$ cat config.mk
export PLATFORM = sky130hd
export DESIGN_NAME = rstHub
export DESIGN_NICKNAME = d
export VERILOG_FILES = /design/src/rtl/rstHubPkg.sv /design/src/rtl/rstHubCtl.sv /design/src/rtl/rstHubDp.sv /design/src/rtl/rstHub.sv
export SDC_FILE = /design/constraint.sdc
export NUM_CORES = 1
export LEC_CHECK = 0
export BUFFER_PORTS_ARGS = -buffer_cell sky130_fd_sc_hd__buf_4
export CORE_MARGIN = 10
export CORE_UTILIZATION = 30
export CTS_CLUSTER_DIAMETER = 150
export CTS_CLUSTER_SIZE = 8
export DETAILED_ROUTE_END_ITERATION = 10
export SLEW_MARGIN = 30
export SYNTH_ARGS = -nofsm -noshare
export SYNTH_HDL_FRONTEND = slang
export SYNTH_SLANG_ARGS = --single-unit
$ cat constraint.sdc
create_clock -name clk -period 4.1 [get_ports clk]
set_input_delay 0.205 -clock clk [delete_from_list [all_inputs] [get_ports clk]]
set_output_delay 0.205 -clock clk [all_outputs]
set_load 0.05 [all_outputs]
$ cat src/rtl/rstHubPkg.sv
package rstHubPkg;
  typedef struct packed {
    logic setWdt;
    logic setLvr;
    logic setBo;
    logic setRom;
    logic clrAll;
  } flagStrobeT;
endpackage

$ cat src/rtl/rstHubCtl.sv
module rstHubCtl
  import rstHubPkg::*;
#(
  parameter int EXT_TICKS   = 2,
  parameter int LVD_CYCLES  = 4,
  parameter int HOLD_CYCLES = 16
) (
  input  logic       clk,
  input  logic       porN,
  input  logic       usTick,
  input  logic       extRstN,
  input  logic       lvdIn,
  input  logic       wdtReq,
  input  logic       boReq,
  input  logic       romReq,
  input  logic       lvrEn,
  output flagStrobeT strobe,
  output logic       sysRst
);
  localparam int EXT_W  = $clog2(EXT_TICKS + 1);
  localparam int LVD_W  = $clog2(LVD_CYCLES + 1);
  localparam int HOLD_W = $clog2(HOLD_CYCLES + 1);

  logic [1:0] extSync, lvdSync;
  logic [EXT_W-1:0] extCnt;
  logic [LVD_W-1:0] lvdCnt;
  logic [HOLD_W-1:0] holdCnt;
  logic extLow, lvdHigh, extTrig, lvdTrig, anyReq;

  // two-stage synchronisers for the asynchronous inputs
  always_ff @(posedge clk or negedge porN) begin
    if (!porN) begin
      extSync <= 2'b11;
      lvdSync <= 2'b00;
    end else begin
      extSync <= {extSync[0], extRstN};
      lvdSync <= {lvdSync[0], lvdIn};
    end
  end

  assign extLow  = !extSync[1];
  assign lvdHigh = lvdSync[1];

  // pin filter counts microsecond ticks while low
  always_ff @(posedge clk or negedge porN) begin
    if (!porN) extCnt <= '0;
    else if (!extLow) extCnt <= '0;
    else if (usTick && extCnt != EXT_W'(EXT_TICKS)) extCnt <= extCnt + 1'b1;
  end
  assign extTrig = extLow && (extCnt == EXT_W'(EXT_TICKS));

  // detector filter counts clock cycles while high and enabled
  always_ff @(posedge clk or negedge porN) begin
    if (!porN) lvdCnt <= '0;
    else if (!lvrEn || !lvdHigh) lvdCnt <= '0;
    else if (lvdCnt != LVD_W'(LVD_CYCLES - 1)) lvdCnt <= lvdCnt + 1'b1;
  end
  assign lvdTrig = lvrEn && lvdHigh && (lvdCnt == LVD_W'(LVD_CYCLES - 1));

  assign anyReq = extTrig || lvdTrig || wdtReq || boReq || romReq;

  // hold timer, restarted by every request
  always_ff @(posedge clk or negedge porN) begin
    if (!porN) begin
      holdCnt <= HOLD_W'(HOLD_CYCLES);
      sysRst  <= 1'b1;
    end else begin
      sysRst <= anyReq || (holdCnt > HOLD_W'(1));
      if (anyReq) holdCnt <= HOLD_W'(HOLD_CYCLES);
      else if (holdCnt != '0) holdCnt <= holdCnt - 1'b1;
    end
  end

  always_comb begin
    strobe.setWdt = wdtReq;
    strobe.setLvr = lvdTrig;
    strobe.setBo  = boReq;
    strobe.setRom = romReq;
    strobe.clrAll = extTrig;
  end

  assert_req_starts_R6: assert property (@(posedge clk) disable iff (!porN)
    anyReq |=> sysRst);
  assert_release_after_hold_R9: assert property (@(posedge clk) disable iff (!porN)
    $fell(sysRst) |-> ($past(holdCnt) == HOLD_W'(1)) && !$past(anyReq));
  assert_lvd_idle_R10: assert property (@(posedge clk) disable iff (!porN)
    !lvrEn |=> (lvdCnt == '0));
  assert_ext_wait_R3: assert property (@(posedge clk) disable iff (!porN)
    $rose(extTrig) |-> extLow && $past(extLow));
endmodule

$ cat src/rtl/rstHubDp.sv
module rstHubDp
  import rstHubPkg::*;
#(
  parameter int          ADDR_W    = 12,
  parameter int          DATA_W    = 4,
  parameter logic [11:0] FLAG_ADDR = 12'h300,
  parameter logic [11:0] EN_ADDR   = 12'h304,
  parameter logic [3:0]  KEY_SET   = 4'h5,
  parameter logic [3:0]  KEY_CLR   = 4'hA
) (
  input  logic              clk,
  input  logic              porN,
  input  logic [ADDR_W-1:0] busAddr,
  input  logic              busWr,
  input  logic [DATA_W-1:0] busWrData,
  output logic [DATA_W-1:0] busRdData,
  input  flagStrobeT        strobe,
  output logic              lvrEn
);
  logic [3:0] flags, flagsNxt;
  logic flagWr, enWr;

  assign flagWr = busWr && (busAddr == ADDR_W'(FLAG_ADDR));
  assign enWr   = busWr && (busAddr == ADDR_W'(EN_ADDR));

  always_comb begin
    flagsNxt = flags;
    if (flagWr) flagsNxt = busWrData[3:0];
    flagsNxt = flagsNxt | {strobe.setRom, strobe.setBo, strobe.setLvr, strobe.setWdt};
    if (strobe.clrAll) flagsNxt = '0;
  end

  always_ff @(posedge clk or negedge porN) begin
    if (!porN) begin
      flags <= '0;
      lvrEn <= 1'b1;
    end else begin
      flags <= flagsNxt;
      if (enWr && busWrData[3:0] == KEY_SET) lvrEn <= 1'b1;
      else if (enWr && busWrData[3:0] == KEY_CLR) lvrEn <= 1'b0;
    end
  end

  always_comb begin
    busRdData = '0;
    if (busAddr == ADDR_W'(FLAG_ADDR)) busRdData[3:0] = flags;
    else if (busAddr == ADDR_W'(EN_ADDR)) busRdData[0] = lvrEn;
  end

  assert_key_only_R5: assert property (@(posedge clk) disable iff (!porN)
    (lvrEn != $past(lvrEn)) |-> $past(enWr && (busWrData[3:0] == KEY_SET || busWrData[3:0] == KEY_CLR)));
  assert_wdt_flag_R6: assert property (@(posedge clk) disable iff (!porN)
    (strobe.setWdt && !strobe.clrAll) |=> flags[0]);
  assert_clear_R4: assert property (@(posedge clk) disable iff (!porN)
    strobe.clrAll |=> (flags == 4'b0000));
endmodule

$ cat src/rtl/rstHub.sv
module rstHub
  import rstHubPkg::*;
#(
  parameter int ADDR_W      = 12,
  parameter int DATA_W      = 4,
  parameter int EXT_TICKS   = 2,
  parameter int LVD_CYCLES  = 4,
  parameter int HOLD_CYCLES = 16
) (
  input  logic              clk,
  input  logic              porN,
  input  logic              usTick,
  input  logic              extRstN,
  input  logic              lvdIn,
  input  logic              wdtReq,
  input  logic              boReq,
  input  logic              romFailReq,
  input  logic [ADDR_W-1:0] busAddr,
  input  logic              busWr,
  input  logic [DATA_W-1:0] busWrData,
  output logic [DATA_W-1:0] busRdData,
  output logic              sysRst,
  output logic              cpuRst
);
  flagStrobeT strobe;
  logic lvrEn;

  rstHubCtl #(.EXT_TICKS(EXT_TICKS), .LVD_CYCLES(LVD_CYCLES), .HOLD_CYCLES(HOLD_CYCLES)) uCtl (
    .clk(clk), .porN(porN), .usTick(usTick), .extRstN(extRstN), .lvdIn(lvdIn),
    .wdtReq(wdtReq), .boReq(boReq), .romReq(romFailReq), .lvrEn(lvrEn),
    .strobe(strobe), .sysRst(sysRst)
  );

  rstHubDp #(.ADDR_W(ADDR_W), .DATA_W(DATA_W)) uDp (
    .clk(clk), .porN(porN), .busAddr(busAddr), .busWr(busWr), .busWrData(busWrData),
    .busRdData(busRdData), .strobe(strobe), .lvrEn(lvrEn)
  );

  // the CPU is part of every system reset
  assign cpuRst = sysRst;
endmodule

---- Yosys cells after proc, flatten, opt, wreduce, memory -nomap -nowiden ----
Cells that the tools add are included.
operators by class
  reduce and logical (&&, ||, !) cells .... 22
  equal/unequal tests ..................... 8
  mux-type cells .......................... 13
  $lt $le $gt $ge ......................... 1
  $add $sub $neg .......................... 3
  bitwise operators ....................... 1
operators by type and width
  kind                    count
  $eq A12 B10 Y1 const B  2
  $mux W5                 2
  $mux W3                 3
  $logic_and A1 B1 Y1     8
  $mux W4                 2
  $reduce_bool A2 Y1      4
  $logic_or A1 B1 Y1      6
  $gt A5 B1 Y1 const B    1
  $reduce_bool A5 Y1      1
  $sub A5 B1 Y5 const B   1
  $eq A4 B3 Y1 const B    1
  $eq A4 B4 Y1 const B    1
  $mux W1                 4
  $mux W2                 2
  $or A4 B4 Y4            1
  $add A3 B1 Y3 const B   1
  $eq A3 B2 Y1 const B    1
  $logic_not A1 Y1        3
  $ne A3 B2 Y1 const B    1
  $add A2 B1 Y2 const B   1
  $eq A2 B2 Y1 const B    1
  $ne A2 B2 Y1 const B    1
word-level totals
  input port bits ......................... 25
  output and inout bits ................... 6
  bits in registers ....................... 20
  word-level logic and storage cells ...... 56

---- Longest topological paths before layout ----
Gate-level depths: netlist of the first run.
  depth in word-level cells ............... 7
  depth in mapped cells ................... 6
  gate-level depth less buffers ........... 6

---- By module ----
A second synthesis of the first run with hierarchy kept.
second synthesis, totals
  cells, all modules ...................... 103
  area total of the unflattened synthesis .. 1,086.0 um2
by module, submodules not included
  module     instances  cells each  area an instance (um2)
  rstHubCtl  1          67          724.4
  rstHubDp   1          35          354.1
  rstHub     1          1           7.5

---- Worst setup path after synthesis of the first run ----
OpenSTA, ideal clock, no wires.
  path type ............................... input to output
  start ................................... input port busAddr[10]
  end ..................................... output port busRdData[3]
  arrival ................................. 1.832 ns
  stages on the path ...................... 3
  setup slack ............................. 2.063 ns
  buffers on the path ..................... 0
  cell sequence ........................... nor4_4 nand3_2 nor3b_1
between the ends
  longest elaborated chain between the ends .. 2
RTL lines
  element          line            source
  start, declared  rstHub.sv:18    input logic [ADDR_W-1:0] busAddr,
  $eq A12 B10 Y1   rstHubDp.sv:46  if (busAddr == ADDR_W'(FLAG_ADDR)) busRdData[3:0] = flags;
  $mux W3          rstHubDp.sv:46
  end, declared    rstHub.sv:21    output logic [DATA_W-1:0] busRdData,
Every way passes these cells.

---- Worst setup path in the final report of the first run ----
  start ................................... register uCtl.extCnt[0]
  end ..................................... register uCtl.holdCnt[1]
between the ends
  longest elaborated chain between the ends .. 7
RTL lines
  element                                        line             source
  start, declared                                rstHubCtl.sv:25  logic [EXT_W-1:0] extCnt;
  start signal, assigned                         rstHubCtl.sv:48  else if (usTick && extCnt != EXT_W'(EXT_TICKS)) extCnt <= extCnt + 1'b1;
  $eq A2 B2 Y1 *                                 rstHubCtl.sv:50  assign extTrig = extLow && (extCnt == EXT_W'(EXT_TICKS));
  $logic_and A1 B1 Y1 *                          rstHubCtl.sv:50
  $logic_or A1 B1 Y1 * (4 in a row)              rstHubCtl.sv:60  assign anyReq = extTrig || lvdTrig || wdtReq || boReq || romReq;
  $mux W5 or $reduce_bool A2 Y1 (tied branches)  n/a
  end signal, assigned                           rstHubCtl.sv:65  holdCnt <= HOLD_W'(HOLD_CYCLES);
  end signal, assigned                           rstHubCtl.sv:69  if (anyReq) holdCnt <= HOLD_W'(HOLD_CYCLES);
  end signal, assigned                           rstHubCtl.sv:70  else if (holdCnt != '0) holdCnt <= holdCnt - 1'b1;
  end, declared                                  rstHubCtl.sv:27  logic [HOLD_W-1:0] holdCnt;
Every way passes the cells marked *; elsewhere a longest branch is shown, timed or not.
A chain may end at the register's enable or synchronous reset.

==> results of run 1 <==
[sequential cells by signal, summed over array words and instances (netlist names)]
name / flops
uCtl.lvdCnt: 3
uDp.flags: 4
uCtl.extSync: 2
uDp.lvrEn: 1
uCtl.extCnt: 2
uCtl.sysRst: 1
uCtl.lvdSync: 2
uCtl.holdCnt: 5
[through the flow]
step	instance area (um2)	power [W]	cells	util (%)	setup slack [ns]
after floorplan	1020	0.000254	97	-	2.06
after global placement	1290	0.000286	171	39.0	2.61
after detailed placement	1290	0.000289	171	39.0	2.58
after CTS	1340	0.000402	176	40.4	2.54
after global routing	1360	0.000422	178	41.0	2.43
final	1360	0.000396	178	41.0	2.59
[metal layers]
| layer | wire (um) | up-vias | share of wire, % |
|---|---|---|---|
| met2 | 1030 | 25 | 46 |
| met4 | 17 | 0 | 0.76 |
| met5 | 0 | - | 0 |
| met1 | 1050 | 386 | 47 |
| li1 | - | 403 | - |
| met3 | 151 | 2 | 6.7 |
[cell usage in the layout, fill, tap and decap left out, types with 3 or more instances in the layout]
cell / netlist / final
buf_4: 2 / 30
nor2_1: 15 / 15
dfrtp_1: 15 / 15
inv_1: 7 / 7
mux2i_1: 7 / 7
a21oi_1: 7 / 7
nand2_1: 7 / 7
ha_1: 5 / 5
dfstp_2: 5 / 5
nor3b_1: 3 / 3
clkbuf_4: 0 / 3
dlygate4sd3_1: 0 / 3
[cells by family (layout without fill, tap and decap cells)]
family	Yosys count	after routing	synth area share [%]
AND/OR/NAND/NOR	40	40	23.0
flip-flops	20	20	49.5
AO/OA/AOI/OAI	13	13	8.06
buffers and inverters	9	44	4.03
multiplexers	7	7	6.84
adder cells (fa/ha/maj)	5	5	6.11
XOR/XNOR	3	3	2.56
[cell type report]
type	instances	area, um2
Clock buffer	4	36.3
Fill cell	354	1950
Inverter	7	26.3
Multi-Input combinational cell	68	477
Sequential cell	20	507
Tap cell	46	57.6
Timing Repair Buffer	33	255
[critical path, cell delays in order, from the launching register on]
cell	delay (ns)
dfrtp_1	0.34
inv_1	0.06
ha_1	0.20
nor2b_1	0.17
nor4_1	0.25
nand2_1	0.20
a211oi_1	0.20
[worst max path at each step]
stage               cells past startpoint  slack (ns)         endpoint
floorplan                               3        2.06     busRdData[3]
finish                                  6        2.59  uCtl.holdCnt[1]
global route                            6        2.43  uCtl.holdCnt[1]
detailed placement                      6        2.58  uCtl.holdCnt[1]
global placement                        5        2.61     busRdData[1]
CTS                                     6        2.54  uCtl.holdCnt[1]
[repair_timing]
action	4_1_cts	5_1_grt
hold buffers	1	2
hold endpoints to repair	15	2
setup buffers	0	0
[power by group through the flow]
stage	Combinational (W)	Clock [W]	Sequential, W
floorplan	0.0000324	0	0.000222
global placement	0.0000624	0	0.000224
detailed placement	0.0000644	0	0.000225
CTS	0.0000657	0.000115	0.000221
global route	0.0000753	0.000124	0.000222
finish	0.0000660	0.000109	0.000221
==> results.tsv, run 1 <==
stage	metric	value	unit
worst_setup_path	rr_startpoint	uCtl.extCnt[0]	
power	p_switching	0.0000938	W
outcome	status	complete, no violations	
logic_synthesis	synth_ff_type	dfrtp_1	
logic_synthesis	syn_nets	127	
placement	portBuffers	30	
finish	area_growth	32.6	%
route	wl_per_cell	12.6	um
finish	drive_gt1_share	31.8	%
logic_synthesis	async_flop_share	100	%
route	drc	0	
power	irDropWorstVdd	0.187	mV
hold_path	hp-class	primary input to flop	
grt	top_usage_layer	met2	
worst_setup_path	reg2reg_slack	2.59	ns
timing	period_share	36.8	%
logic_synthesis	seq_area_frac_synth	49.5	%
worst_setup_path	r2r-end	uCtl.holdCnt[1]	
die	row_count	21	
hold_path	whs_endpoint	uDp.flags[0]	
die	io_pins	31	
die	die-area	6150	um2
clocking	clock_latency	0.29	ns
die	die_w	78.4	um
route	ant_nets	0	
worst_setup_path	worstPathRequired	4.31	ns
worst_setup_path	start_kind	flop	
logic_synthesis	yosys_warnings	0	
hold_path	whs_path_depth	3	
die	core	3310	um2
logic_synthesis	netlist_area	1020	um2
timing	hold_slack	0.157	ns
power	p_leak	0.627	nW
hold_path	min_from	wdtReq	
power	p_comb_share	16.7	%
timing	worstMarginPinSlew	0.316	ns
worst_setup_path	startpoint	uCtl.extCnt[0]	
placement	dp_hpwl	1860	um
clocking	clk_path_buf_depth	2	
logic_synthesis	synth_top_area_share	36.6	%
timing	fin_crit	1.51	ns
worst_setup_path	path_max_fanout	5	
finish	finalNetCount	163	
logic_synthesis	yosysTopAreaCell	dfrtp_1	
power	cellInternalPower	0.000302	W
clocking	tritoncts	done	
die	die_h	78.4	um
grt	grt_pass1_wl	3970	um
power	p_sw_share	23.7	%
finish	diodes	0	
grt	use_met2	13.0	%
clocking	clk_pin_slew_worst_paths	0.11	ns
route	routed_wl	2250	um
power	power_frac_clock	27.6	%
logic_synthesis	syn_area_per_cell	10.6	um2
route	drt_iter0_drc	12	
grt	met3_usage	2.39	%
grt	grtUsageTotal	7.68	%
grt	grt_start_max_net_pins	21	
route	vias	816	
logic_synthesis	synth_cell_types	29	
timing	rsz0062_at_grt	no	
logic_synthesis	synth_edf_count	0	
logic_synthesis	synth_commonest_cells	dfrtp_1, nor2_1	
timing	setup-violations-final	0	
route	drtPass1Iterations	4	
clocking	ctsResizeCount	0	
logic_synthesis	yosys-top-cells-area	dfrtp_1, dfstp_2, mux2i_1	
clocking	cts.sinks	20	
timing	maxSlewViolCount	0	
power	pwr_density_cell	291	nW/um2
grt	grt_pass1_vias	893	
clocking	cts_buffers	3	
power	seqPwrFrac	55.7	%
worst_setup_path	crit_type	flop to flop	
logic_synthesis	ys_seq_elements	20	
clocking	cts_root_buf	clkbuf_4	
timing	timing.fmax	663	MHz
grt	grt.overflow.total	0	
worst_setup_path	rr_worst_depth	6	
clocking	cts_max_level	1	
job	cap_viol_max_count	0	
worst_setup_path	arrival	1.72	ns
timing	fin_worst_skew	0.00668	ns
worst_setup_path	crit_path_end_kind	flop	
timing	fin_setup_tns	0	ns
route	vias_per_cell	4.58	
timing	maxSlewHeadroom	78.7	%
timing	hold_viol	0	
grt	antenna_found_initial	0	
grt	use_met1	9.14	%
die	initial_core_util	31.0	%
placement	routabilityCongestion	0.752	
logic_synthesis	syn_inst	97	
(Power assumes the default switching activity.)
==> inputs of run 2 (changes only) <==
- clock period: 4.1 -> 1.5 ns (I/O delays scaled with it)
==> run 2 against run 1 <==
Largest cell class is now multi-input combinational cells; global-route usage down 0.23 points; maximum frequency up 3.5%; clock skew down 0.0020 ns; combinational power rose to 2.9 times the previous value; die area unchanged; critical endpoint unchanged; highest routed layer unchanged; clock-buffer cell count unchanged; sequential share of layout area down 1.3 points; first-iteration DRC count up 50%; critical path type unchanged; sequential power rose to 2.7 times the previous value.
==> results.tsv, run 2 (synthesized netlist as in run 1, its figures left out) <==
stage	metric	value	unit	change
route	drc	0		unchanged
power	irDropWorstVdd	0.441	mV	was 0.187 mV
route	ant_nets	0		unchanged
finish	largest_reg_flops	5		unchanged
die	core	3310	um2	unchanged
clocking	clk_pin_slew_worst_paths	0.10	ns	was 0.11 ns
timing	setup-violations-final	0		unchanged
finish	area_growth	37.5	%	was 32.6%
route	vias_per_cell	4.65		was 4.58
clocking	clk_path_buf_depth	2		unchanged
clocking	tritoncts	done		unchanged
worst_setup_path	arrival	1.67	ns	was 1.72 ns
worst_setup_path	path_max_fanout	5		unchanged
die	die-area	6150	um2	unchanged
clocking	cts.sinks	20		unchanged
power	p_leak	0.640	nW	was 0.627 nW
grt	grt.overflow.total	0		unchanged
placement	portBuffers	30		unchanged
route	drt_iter0_drc	18		was 12
worst_setup_path	start_kind	flop		unchanged
route	wl_per_cell	12.9	um	was 12.6 um
route	drtPass1Iterations	4		unchanged
timing	period_share	97.2	%	was 36.8%
clocking	clock_latency	0.29	ns	about the same
placement	dp_slack	0.0117	ns	was 2.58 ns
worst_setup_path	crit_type	flop to flop		unchanged
placement	routabilityCongestion	0.707		was 0.752
timing	timing.fmax	686	MHz	was 663 MHz
die	die_w	78.4	um	unchanged
die	die_h	78.4	um	unchanged
finish	top_register	uCtl.holdCnt		unchanged
finish	layout_common_cells	buf_4, nor2_1, dfrtp_1		unchanged
placement	dp_hpwl	1870	um	was 1860 um
die	initial_core_util	31.0	%	unchanged
die	io_pins	31		unchanged
timing	worstMarginPinSlew	0.266	ns	was 0.316 ns
job	cap_viol_max_count	0		unchanged
timing	hold_viol	0		unchanged
grt	grt_pass1_wl	3800	um	was 3970 um
finish	reg.largest.list	uCtl.holdCnt (5), uDp.flags (4), uCtl.lvdCnt (3)		unchanged
timing	maxSlewViolCount	0		unchanged
clocking	cts_buffers	3		unchanged
die	row_count	21		unchanged
finish	fillers	345		was 354
finish	finish.utilization	42.6	%	was 41.0%
timing	layout_setup_ws	0.0417	ns	was 2.59 ns
route	vias	841		was 816
timing	fin_setup_tns	0	ns	unchanged
timing	maxSlewHeadroom	82.1	%	was 78.7%
placement	post_dp_cell_area	1310	um2	was 1290 um2
clocking	cts_root_buf	clkbuf_4		unchanged
finish	finalNetCount	166		was 163
grt	antenna_found_initial	0		unchanged
worst_setup_path	worstPathRequired	1.72	ns	was 4.31 ns
timing	fin_crit	1.46	ns	was 1.51 ns
grt	grt_start_max_net_pins	21		unchanged
worst_setup_path	crit_path_end_kind	flop		unchanged
route	routed_wl	2340	um	was 2250 um
clocking	cts_max_level	1		unchanged
finish	diodes	0		unchanged
outcome	status	complete, no violations		unchanged
finish	final_common_cell	buf_4		unchanged
timing	hold_slack	0.0284	ns	was 0.157 ns
power	pwr_density_cell	745	nW/um2	was 291 nW/um2
grt	grtUsageTotal	7.46	%	was 7.68%
timing	fin_worst_skew	0.00468	ns	was 0.00668 ns
grt	grt_pass1_vias	877		was 893
hold_path	hp-class	primary input to flop		unchanged
finish	fin_area	1410	um2	was 1360 um2
finish	drive_gt1_share	37.8	%	was 31.8%
run 2: metal layers:
layer  vias up  track usage (%)  part of all wire, %
met5         -                0                    0
met2        28             12.1                   46
met3         4             2.39                  6.5
met4         0             4.30                  2.3
met1       400             8.43                   46
li1        409                -                    -
run 2: timing repair:
| action | CTS | global route |
|---|---|---|
| endpoints found under the hold margin | 22 | 0 |
| gates cloned | 0 | 0 |
| resized for setup | 1 | 7 |
| endpoints found under the setup margin | 1 | 1 |
| hold buffers | 3 | 0 |
| pin swaps | 0 | 3 |
| buffers inserted | 0 | 1 |
run 2: worst max-delay path, cell delays in order, from the launching register on:
cell and delay, ns:
dfrtp_1 0.40, ha_2 0.18, nor2b_4 0.13, nor4_4 0.32
nand2_2 0.15, a211oi_2 0.21
run 2: final cells by class:
cell class / count / area (um2) / area share (%)
Timing Repair Buffer: 36 / 278 / 19.7
Multi-Input combinational cell: 68 / 514 / 36.5
Clock buffer: 4 / 26.3 / 1.87
Tap cell: 46 / 57.6 / 4.09
Sequential cell: 20 / 507 / 36.0
Inverter: 7 / 26.3 / 1.87
run 2: final timing paths:
path / startpoint / end / slack, ns / depth (start not counted)
max: uCtl.extCnt[1] / uCtl.holdCnt[1] / 0.04 / 5
max reg2reg: uCtl.extCnt[1] / uCtl.holdCnt[1] / 0.04 / 5
min reg2reg: uCtl.lvdSync[0] / uCtl.lvdSync[1] / 0.36 / 0
max in group asynchronous: porN / uCtl.extSync[1] / 1.06 / 2
min: wdtReq / uDp.flags[0] / 0.03 / 3
min in group asynchronous: porN / uCtl.lvdSync[0] / 0.18 / 2
run 2: report_power, final:
group	internal [W]	switching, W
sequential	0.000579	0.0000241
combinational	0.000106	0.0000859
clock	0.000103	0.000151
total	0.000789	0.000261
run 2: per-stage QoR:
stage | power (W) | std cells
floorplan | 0.000695 | 97
global placement | 0.000781 | 173
detailed placement | 0.000788 | 173
CTS | 0.00105 | 180
global route | 0.00111 | 181
finish | 0.00105 | 181
==> inputs of run 3 (changes only) <==
- ABC_AREA: default -> 1
==> run 3 against run 2 <==
Utilization down 1.5 points; largest cell class is now registers; critical endpoint unchanged; combinational power down 7%; sequential share of layout area down 2.0 points; die area up 6.5%; largest power group unchanged.
==> results.tsv, run 3 <==
stage	metric	value	unit	change
outcome	status	complete, no violations		unchanged
clocking	cts.sinks	20		unchanged
timing	period_share	90.6	%	was 97.2%
finish	final_common_cell	buf_4		unchanged
timing	rsz0062_at_grt	no		
logic_synthesis	synth_cell_types	25		was 29
logic_synthesis	synth_commonest_cells	inv_1, nand2_1, dfrtp_1, nor2_1, nand3_1		was dfrtp_1, nor2_1
job	cap_viol_max_count	0		unchanged
power	irDropWorstVdd	0.538	mV	was 0.441 mV
timing	maxSlewViolCount	0		unchanged
grt	grtUsageTotal	7.27	%	was 7.46%
worst_setup_path	start_kind	flop		unchanged
timing	timing.fmax	736	MHz	was 686 MHz
hold_path	whs_path_depth	4		was 3
clocking	cts_buffers	3		unchanged
route	ant_nets	0		unchanged
route	vias_per_cell	4.26		was 4.65
logic_synthesis	synth_top_family_by_area	simple AND/OR/NAND/NOR gates		unchanged
die	core	3630	um2	was 3310 um2
placement	routabilityCongestion	0.750		was 0.707
logic_synthesis	synth_top_area_share	33.7	%	was 36.6%
logic_synthesis	synth_fa_ha_area_share	5.61	%	was 6.11%
logic_synthesis	ys_seq_elements	20		unchanged
timing	fin_setup_tns	0	ns	unchanged
finish	drive_gt1_share	33.5	%	was 37.8%
die	io_pins	31		unchanged
placement	portBuffers	30		unchanged
logic_synthesis	seq_area_frac_synth	45.5	%	was 49.5%
worst_setup_path	path_cells	ha_2 -> ha_4 -> inv_2 -> nor2_1 -> nor2_4 -> inv_2 -> a211oi_2		was ha_2 -> nor2b_4 -> nor4_4 -> nand2_2 -> a211oi_2
worst_setup_path	cpLargestDelayFamily	flip-flops		was simple AND/OR/NAND/NOR gates
logic_synthesis	synth_compound_area_share	5.84	%	was 8.06%
die	row_count	22		was 21
logic_synthesis	synth-simple-area-share	30.3	%	was 23.0%
finish	layout_common_cells	buf_4, inv_1, nand2_1		was buf_4, nor2_1, dfrtp_1
power	total_power	0.00111	W	was 0.00105 W
clocking	clk_pin_slew_worst_paths	0.07	ns	was 0.10 ns
logic_synthesis	synth_ff_type	dfrtp_1		unchanged
grt	grt_pass1_vias	954		was 877
logic_synthesis	yosys_warnings	0		unchanged
worst_setup_path	worstPathRequired	1.67	ns	was 1.72 ns
finish	diodes	0		unchanged
worst_setup_path	crit_path_end_kind	flop		unchanged
power	pwr_density_cell	746	nW/um2	was 745 nW/um2
hold_path	hp-class	primary input to flop		unchanged
timing	worstMarginPinSlew	0.305	ns	was 0.266 ns
clocking	cts_max_level	1		unchanged
timing	fin_crit	1.36	ns	was 1.46 ns
route	drc	0		unchanged
finish	fin_area	1490	um2	was 1410 um2
logic_synthesis	syn_area_per_cell	8.38	um2	was 10.6 um2
logic_synthesis	yosys-top-cells-area	dfrtp_1, dfstp_2, inv_1		was dfrtp_1, dfstp_2, mux2i_1
hold_path	min_from	busWrData[1]		was wdtReq
worst_setup_path	reg2reg_slack	0.14	ns	was 0.04 ns
worst_setup_path	cpMaxStageDelayCell	dfrtp_1		unchanged
route	vias	928		was 841
route	wl_per_cell	10.4	um	was 12.9 um
logic_synthesis	async_flop_share	100	%	unchanged
placement	dp_hpwl	1870	um	about the same
logic_synthesis	synth_edf_count	0		unchanged
route	drtPass1Iterations	4		unchanged
die	initial_core_util	30.7	%	was 31.0%
clocking	clk_path_buf_depth	2		unchanged
grt	grt_pass1_wl	3980	um	was 3800 um
worst_setup_path	rr_worst_depth	7		was 5
finish	largest_reg_flops	5		unchanged
power	p_leak	0.768	nW	was 0.640 nW
finish	finalNetCount	201		was 166
clocking	clock_latency	0.25	ns	was 0.29 ns
placement	post_dp_cell_area	1390	um2	was 1310 um2
clocking	tritoncts	done		unchanged
worst_setup_path	cp_slowest_stage_delay	0.39	ns	was 0.40 ns
grt	grt.overflow.total	0		unchanged
logic_synthesis	syn_inst	133		was 97
finish	reg.largest.list	uCtl.holdCnt (5), uDp.flags (4), uCtl.lvdCnt (3)		unchanged
timing	maxSlewHeadroom	79.6	%	was 82.1%
die	die_w	81.0	um	was 78.4 um
die	die-area	6550	um2	was 6150 um2
timing	setup-violations-final	0		unchanged
worst_setup_path	path_max_fanout	5		unchanged
hold_path	whs_endpoint	uDp.lvrEn		was uDp.flags[0]
worst_setup_path	crit_buf_inv	2		was 0
timing	hold_viol	0		unchanged
die	die_h	81.0	um	was 78.4 um
worst_setup_path	arrival	1.53	ns	was 1.67 ns
route	routed_wl	2280	um	was 2340 um
worst_setup_path	crit_top_cell	inv_2		
logic_synthesis	synth_xor_area_share	2.36	%	was 2.56%
route	drt_iter0_drc	27		was 18
grt	grt_start_max_net_pins	21		unchanged
worst_setup_path	r2r-end	uCtl.holdCnt[1]		unchanged
worst_setup_path	rr_startpoint	uCtl.lvdCnt[0]		was uCtl.extCnt[1]
logic_synthesis	yosysTopAreaCell	dfrtp_1		unchanged
timing	fin_worst_skew	0.00699	ns	was 0.00468 ns
worst_setup_path	crit_type	flop to flop		unchanged
logic_synthesis	syn_nets	163		was 127
logic_synthesis	netlist_area	1110	um2	was 1020 um2
finish	top_register	uCtl.holdCnt		unchanged
grt	antenna_found_initial	0		unchanged
finish	area_growth	33.7	%	was 37.5%
clocking	cts_root_buf	clkbuf_8		was clkbuf_4
logic_synthesis	synth_mux_area_share	0	%	was 6.84%
-- run 3: what timing repair did --
| item | CTS | global route |
|---|---|---|
| buffers inserted | 0 | 1 |
| hold buffers | 3 | 0 |
| gates resized for setup | 0 | 3 |
| hold endpoints to repair | 22 | 0 |
| endpoints found under the setup margin | 0 | 5 |
-- run 3: kinds of logic after synthesis --
family | count (synthesis)
buf+inv | 30
compound gates | 10
flops | 20
simple gates | 65
xor+xnor | 3
fa+ha+maj | 5
-- run 3: cell type report --
type / instances / area [um2]
fillers: 386 / 2140
flip-flops and latches: 20 / 507
multi-input cells: 83 / 507
repair buffers: 34 / 263
inverters: 29 / 109
well taps: 48 / 60.1
clock buffers: 4 / 45.0
-- run 3: through the flow --
step / hold WS [ns] / worst slack, ns / utilization, % / cells
2_1_floorplan: -0.221 / 0.141 / - / 133
3_3_place_gp: -0.0372 / 0.0961 / 38.3 / 210
3_5_place_dp: -0.0315 / 0.0111 / 38.3 / 210
4_1_cts: 0.0891 / 0.00530 / 40.4 / 217
5_1_grt: 0.117 / 0.0148 / 41.0 / 218
6_report: 0.0918 / 0.141 / 41.0 / 218
-- run 3: report_power, final --
part,total (W),internal [W],switching [W]
clock,0.000347,0.000188,0.000158
sequential,0.000587,0.000571,0.0000166
combinational,0.000178,0.0000889,0.0000889
-- run 3: worst max path at each step --
| stage | start | end | slack [ns] | depth (start not counted) |
|---|---|---|---|---|
| global placement | uCtl.lvdCnt[0] | uCtl.holdCnt[1] | 0.1 | 7 |
| detailed placement | uCtl.lvdCnt[0] | uCtl.holdCnt[1] | 0.01 | 7 |
| global route | uCtl.holdCnt[0] | uCtl.holdCnt[1] | 0.01 | 6 |
| finish | uCtl.lvdCnt[0] | uCtl.holdCnt[1] | 0.14 | 7 |
| CTS | uCtl.lvdCnt[0] | uCtl.holdCnt[1] | 0.005 | 7 |
| floorplan | uCtl.lvdCnt[0] | uCtl.holdCnt[1] | 0.14 | 7 |
-- run 3: worst min-delay path, delay by kind of cell --
kind | cells | cell delay [ns]
buffers and inverters | 2 | 0.12
AND/OR/NAND/NOR | 1 | 0.07
AO/OA/AOI/OAI | 1 | 0.06
-- run 3: routing by layer --
metal  vias up  part of all wire, %  GRT usage [%]
li1        489                    -              -
met1       405                   52           8.98
met2        32                   38           11.5
met3         2                  9.9           2.87
met4         0                 0.31           2.08
met5         -                    0              0
